**src/rtl/pa_dec_pkg.sv**
```systemverilog
package pa_dec_pkg;

    localparam int NREG = 4;
    localparam int FCW  = 4;

    typedef enum logic [1:0] {
        RG_RAM = 2'd0,
        RG_ROM = 2'd1,
        RG_TMR = 2'd2,
        RG_MBX = 2'd3
    } region_e;

    localparam logic [FCW-1:0] FC_NONE  = 4'd0;
    localparam logic [FCW-1:0] FC_LOAD  = 4'd5;
    localparam logic [FCW-1:0] FC_STORE = 4'd7;

    typedef struct packed {
        logic [NREG-1:0] sel;
        logic            fault;
        logic [FCW-1:0]  code;
        logic            mmio_rd;
        logic            mmio_wr;
    } dec_result_t;

    function automatic logic [3:0] size_to_bytes(input logic [1:0] sz);
        return 4'd1 << sz;
    endfunction

endpackage

```
**src/rtl/pa_range_match.sv**
```systemverilog
module pa_range_match #(
    parameter int              AW   = 32,
    parameter logic [AW-1:0]   BASE = '0,
    parameter logic [AW-1:0]   SIZE = '0
) (
    input  logic [AW-1:0] addr,
    input  logic [3:0]    nbytes,
    output logic          hit
);
    localparam logic [AW:0] LIMIT = {1'b0, BASE} + {1'b0, SIZE};

    logic [AW:0] acc_end;

    always_comb begin
        acc_end = {1'b0, addr} + (AW+1)'(nbytes);
        hit     = (addr >= BASE) && (acc_end <= LIMIT);
    end
endmodule

```
**src/rtl/pa_mbox_match.sv**
```systemverilog
module pa_mbox_match #(
    parameter int            AW        = 32,
    parameter logic [AW-1:0] ADDR      = '0,
    parameter int            MAX_BYTES = 8
) (
    input  logic [AW-1:0] addr,
    input  logic [3:0]    nbytes,
    output logic          hit
);
    always_comb begin
        hit = (addr == ADDR) && (int'(nbytes) <= MAX_BYTES);
    end
endmodule

```
**src/rtl/pa_region_arbiter.sv**
```systemverilog
module pa_region_arbiter
    import pa_dec_pkg::*;
(
    input  logic        ram_hit,
    input  logic        rom_hit,
    input  logic        tmr_hit,
    input  logic        mbx_hit,
    input  logic        is_write,
    output dec_result_t res
);
    always_comb begin
        res         = '0;
        res.mmio_rd = tmr_hit;
        res.mmio_wr = tmr_hit | mbx_hit;
        if (ram_hit) begin
            res.sel[RG_RAM] = 1'b1;
        end else if (rom_hit) begin
            res.sel[RG_ROM] = 1'b1;
        end else if (tmr_hit) begin
            res.sel[RG_TMR] = 1'b1;
        end else if (mbx_hit && is_write) begin
            res.sel[RG_MBX] = 1'b1;
        end else begin
            res.fault = 1'b1;
            res.code  = is_write ? FC_STORE : FC_LOAD;
        end
    end
endmodule

```
**src/rtl/pa_region_decoder.sv**
```systemverilog
module pa_region_decoder
    import pa_dec_pkg::*;
#(
    parameter int            AW        = 32,
    parameter logic [AW-1:0] RAM_BASE  = 32'h8000_0000,
    parameter logic [AW-1:0] RAM_SIZE  = 32'h1000_0000,
    parameter logic [AW-1:0] ROM_BASE  = 32'h0000_1000,
    parameter logic [AW-1:0] ROM_SIZE  = 32'h0000_1000,
    parameter logic [AW-1:0] TMR_BASE  = 32'h0200_0000,
    parameter logic [AW-1:0] TMR_SIZE  = 32'h0001_0000,
    parameter logic [AW-1:0] MBX_ADDR  = 32'h4000_0000,
    parameter int            MBX_BYTES = 8
) (
    input  logic                 clk,
    input  logic                 rst,
    input  logic                 req_valid,
    input  logic [AW-1:0]        req_addr,
    input  logic [1:0]           req_size,
    input  logic                 req_write,
    output logic                 rsp_valid,
    output logic [NREG-1:0]      rsp_sel,
    output logic                 rsp_fault,
    output logic [FCW-1:0]       rsp_fault_code,
    output logic                 rsp_mmio_rd,
    output logic                 rsp_mmio_wr
);
    localparam int NRANGE = 3;
    localparam logic [AW-1:0] BASES [NRANGE] = '{RAM_BASE, ROM_BASE, TMR_BASE};
    localparam logic [AW-1:0] SIZES [NRANGE] = '{RAM_SIZE, ROM_SIZE, TMR_SIZE};

    logic [3:0]        nbytes;
    logic [NRANGE-1:0] rng_hit;
    logic              mbx_hit;
    dec_result_t       res_d;
    dec_result_t       res_q;

    assign nbytes = size_to_bytes(req_size);

    for (genvar g = 0; g < NRANGE; g++) begin : g_range
        pa_range_match #(
            .AW   (AW),
            .BASE (BASES[g]),
            .SIZE (SIZES[g])
        ) u_match (
            .addr   (req_addr),
            .nbytes (nbytes),
            .hit    (rng_hit[g])
        );
    end

    pa_mbox_match #(
        .AW        (AW),
        .ADDR      (MBX_ADDR),
        .MAX_BYTES (MBX_BYTES)
    ) u_mbox (
        .addr   (req_addr),
        .nbytes (nbytes),
        .hit    (mbx_hit)
    );

    pa_region_arbiter u_arb (
        .ram_hit  (rng_hit[0]),
        .rom_hit  (rng_hit[1]),
        .tmr_hit  (rng_hit[2]),
        .mbx_hit  (mbx_hit),
        .is_write (req_write),
        .res      (res_d)
    );

    always_ff @(posedge clk) begin
        if (rst) begin
            rsp_valid <= 1'b0;
            res_q     <= '0;
        end else begin
            rsp_valid <= req_valid;
            res_q     <= req_valid ? res_d : '0;
        end
    end

    assign rsp_sel        = res_q.sel;
    assign rsp_fault      = res_q.fault;
    assign rsp_fault_code = res_q.code;
    assign rsp_mmio_rd    = res_q.mmio_rd;
    assign rsp_mmio_wr    = res_q.mmio_wr;
endmodule

```
**config.mk**
```make
export PLATFORM = sky130hd
export DESIGN_NAME = pa_region_decoder
export DESIGN_NICKNAME = d
export VERILOG_FILES = /design/src/rtl/pa_dec_pkg.sv /design/src/rtl/pa_range_match.sv /design/src/rtl/pa_mbox_match.sv /design/src/rtl/pa_region_arbiter.sv /design/src/rtl/pa_region_decoder.sv
export SDC_FILE = /design/constraint.sdc
export NUM_CORES = 1
export LEC_CHECK = 0
export ABC_AREA = 1
export BUFFER_PORTS_ARGS = -buffer_cell sky130_fd_sc_hd__clkbuf_2
export CAP_MARGIN = 0
export CORE_MARGIN = 2
export CORE_UTILIZATION = 40
export CTS_CLUSTER_SIZE = 25
export DETAILED_ROUTE_END_ITERATION = 8
export HOLD_SLACK_MARGIN = 0.05
export SLEW_MARGIN = 10
export SYNTH_ARGS = -nofsm -noshare
export SYNTH_HDL_FRONTEND = slang
export SYNTH_HIERARCHICAL = 1
export SYNTH_SLANG_ARGS = --single-unit
```
**constraint.sdc**
```tcl
create_clock -name clk -period 3.16 [get_ports clk]
set_clock_uncertainty 0.15 [all_clocks]
set_input_delay 0 -clock clk [delete_from_list [all_inputs] [get_ports clk]]
set_output_delay 0 -clock clk [all_outputs]
set_load 0.05 [all_outputs]
```
==> summary.md <==
| Metric | Value |
|---|---|
| Pleak | 2.77 nW |
| DR iter-0 viols | 326 |
| Crit-path slowest cell | fa_1 |
| Post-cts repair resize count | 0 |
| CP startpoint kind | input pin |
| Timing-limited maximum frequency | approximately 0.36 GHz |
| Min-delay src | rst |
| Area growth from synthesis to final layout | 9.55% |
| Area share of xor/xnor cells in the synthesized design | a little over 2% |
| Pre-antenna DRT Iters | 7 |
| Syn nets | about 1,000 |
| Synth Area in Simple Gates | between 70% and 80% |
| Crit-path max cell delay | between 0.4 and 0.5 ns |
| Final-layout fill cell count | between 1,000 and 1,500 |
| Post-route DRC violation count | 3 |
| Highest-count cells in the layout ignoring fill and taps | nand2_1, nor2_1, inv_1 |
| Number of global-route vias before repair | about 5,300 |
| Number of distinct library cells after synthesis | 32 |
| Share of the yosys chip area belonging to registers | slightly above 5% |
| Crit Path Class | in -> reg |
| Post-route minimum period | 2.81 ns |
| Total number of placement rows | 39 |
| Global-route total usage across every layer | a little over a fifth |
| Post-detailed-placement half-perimeter wirelength | 11,500 µm |
| Number of max-capacitance violations reported | 0 |
| Final cycle utilization of the critical path | 88.9% |
| GR Overflow Total | 0 |
| WHS Endpoint | rsp_mmio_wr |
| Vias/cell | ~5 |
| Most common library cell in the layout ignoring fill and taps | nand2_1 |
| Share of cell area taken by muxes after synthesis | 0% |
| NumNets Final | approximately 1,100 |
| Core Box Area | between 10,000 and 15,000 µm² |
| Total of buffers placed on input and output ports | between 40 and 50 |
| TritonCTS Sinks | 12 |
| Initial antenna violation count | 0 |
| Main combinational cell family by area after synthesis | simple AND/OR/NAND/NOR gates |
| Total inserted antenna cells | 0 |
| Root buffer selected by CTS | clkbuf_16 |
| Maximum resistive drop on vdd | ~0.19 mV |
| Starting density of the core | 41.4% |
| Register cell area after layout | between 200 and 250 µm² |
| Post-Synth Adder-Cell Area | under 10% |
| Type of the tightest min-delay check | in -> reg |
| Worst-path fanout max | 4 |
| Pins Over Slew Limit | 0 |
| Arrival time of the worst setup path | around 2.8 ns |
| Sum Neg Setup Slack | 0 ns |
| Number of buffers created by CTS | 3 |
| Die Y-Extent | 113 µm |
| Final number of hold-violating endpoints | 0 |
| Overall power | about 0.85 mW |
| Required time at the endpoint of the critical path | between 3 and 4 ns |
| Area of the multi-input gates | about 4000 µm² |
| Via Count | about 6,000 |
| #FFs+latches synth | 12 |
| Final GP Congestion | 0.892 |
| Outcome | complete, but fails checks |
| Top delay family on crit path | simple AND/OR/NAND/NOR gates |
| TritonCTS clock tree | built |
| Count of nets left with antenna violations after detail routing | 0 |
| Cell count after synthesis | 972 |
| Overall die area | around 13,000 µm² |
| Buffers & Inverters on Critical Path | 4 |
| Worst-case clock buffer depth | 2 |
| Min-Delay Path Depth | 4 |
| Mean instance size in the synthesized netlist | roughly 4.9 µm² |
| Wire length of the first global-routing pass | between 20,000 and 25,000 µm |
| Syn. warnings | 6 |
| Post-synthesis instance area | roughly 4800 µm² |
| Share of layout cells above drive strength 1 | around 14% |
| Pre-CTS worst setup slack | approximately 0.14 ns |
| Share of the synthesized area in compound gates (AO/OA/AOI/OAI) | under 10% |
| Worst-path cell chain | clkbuf_2 -> nor2_1 -> ha_1 -> fa_1 -> or2_2 -> nor2_1 -> nand2_1 -> inv_1 -> nand2_1 -> nor2_1 -> nand2_1 -> nor2_1 -> nand2_1 -> nor2_2 -> nand3_1 -> a21oi_1 -> inv_1 -> nand2_1 -> nor2_1 -> inv_1 -> nor2_2 |
| Routed len/inst | approximately 12 µm |
| Type of element capturing the critical path | flop |
| Drt total wl | around 14,000 µm |
| Violated checks | design-rule violations |
| H-tree lvl count | 1 |
| Maximum number of pins on one net before global-route repair | 21 |
| Fin worst setup slack | between 0.3 and 0.4 ns |
| Number of I/O pins | 50 |
| Clock-pin slew reported for the worst setup and hold paths after clock tree synthesis | around 0.040 ns |
| Final Hold Slack | 0.0607 ns |
| Number of failing setup endpoints in the final timing report | 0 |
| Power Dens Cells | 162 nW/µm² |
| Setup repair after global routing missed its margin | no |
| Die X | 113 µm |
[metrics by stage]
stage	cell area, µm²	cells	utilization, %
2_1_floorplan	4770	972	-
3_3_place_gp	5130	1157	44.5
3_5_place_dp	5130	1157	44.5
4_1_cts	5220	1162	45.3
5_1_grt	5220	1162	45.3
6_report	5220	1162	45.3
[how the worst max path moves through the flow]
stage,cells past startpoint,startpoint,endpoint
finish,21,req_size[1],rsp_fault
detailed placement,21,req_size[1],rsp_fault_code[2]
global placement,21,req_size[1],rsp_fault
CTS,21,req_size[1],rsp_fault
global route,21,req_size[1],rsp_fault
floorplan,21,req_size[0],rsp_fault
[per-layer routing]
layer  routed length (µm)  global-route usage (%)
met5                    0                       0
met4                  285                    4.88
met3                  567                    1.39
met2                 6600                    39.3
met1                 6480                    28.4
[flip-flops by register name, summed over array words and instances (netlist names)]
signal / flops
rsp_sel: 4
rsp_fault: 1
rsp_mmio_rd: 1
rsp_fault_code: 4
rsp_mmio_wr: 1
rsp_valid: 1
[timing repair]
action | 4_1_cts | 5_1_grt
hold endpoints to repair | 6 | 0
hold buffers | 2 | 0
setup buffers | 0 | 0
[power by group]
| part | internal [mW] | switching, mW | leakage (nW) |
|---|---|---|---|
| clock | 0.164 | 0.0586 | 0.0370 |
| sequential | 0.156 | 0.000894 | 0.0979 |
| combinational | 0.140 | 0.327 | 2.63 |
[synth_stat cells]
cell type | count | area [µm²]
nor2_1 | 160 | 601
a21oi_1 | 6 | 30.0
xor2_1 | 8 | 70.1
a21oi_2 | 2 | 17.5
nor2_2 | 30 | 188
nand3b_1 | 19 | 143
dfxtp_1 | 12 | 240
nand2_4 | 2 | 22.5
clkinv_2 | 1 | 5.00
nand3_2 | 11 | 110
nor4_1 | 1 | 6.26
nand3_4 | 1 | 17.5
xnor2_1 | 3 | 26.3
nor3_4 | 1 | 16.3
o21bai_1 | 3 | 22.5
buf_4 | 6 | 45.0
and2_1 | 2 | 12.5
nor2_4 | 13 | 146
nand2_1 | 359 | 1350
fa_1 | 3 | 60.1
ha_1 | 12 | 150
inv_1 | 144 | 541
buf_6 | 3 | 33.8
nor3_1 | 6 | 30.0
or2_2 | 3 | 18.8
o21ai_1 | 6 | 30.0
nand3_1 | 95 | 475
nand4_1 | 30 | 188
inv_2 | 2 | 7.51
nand2_2 | 22 | 138
conb_1 | 1 | 3.75
o21ai_0 | 5 | 25.0
[cells by family (layout without fill, tap and decap cells)]
logic type | after synthesis | after routing
buffers and inverters | 156 | 203
XOR/XNOR | 11 | 11
AND/OR/NAND/NOR | 755 | 755
adder cells (fa/ha/maj) | 15 | 15
other | 1 | 1
flip-flops | 12 | 12
AO/OA/AOI/OAI | 22 | 22
[layout make-up]
type                       instances  area share [%]
timing repair buffer              53            5.37
clock buffer                       3            1.44
multi-input combinational        804            74.6
inverter                         147            10.6
tap                              143            3.43
sequential                        12            4.60
Power figures use the tool's default switching activity.
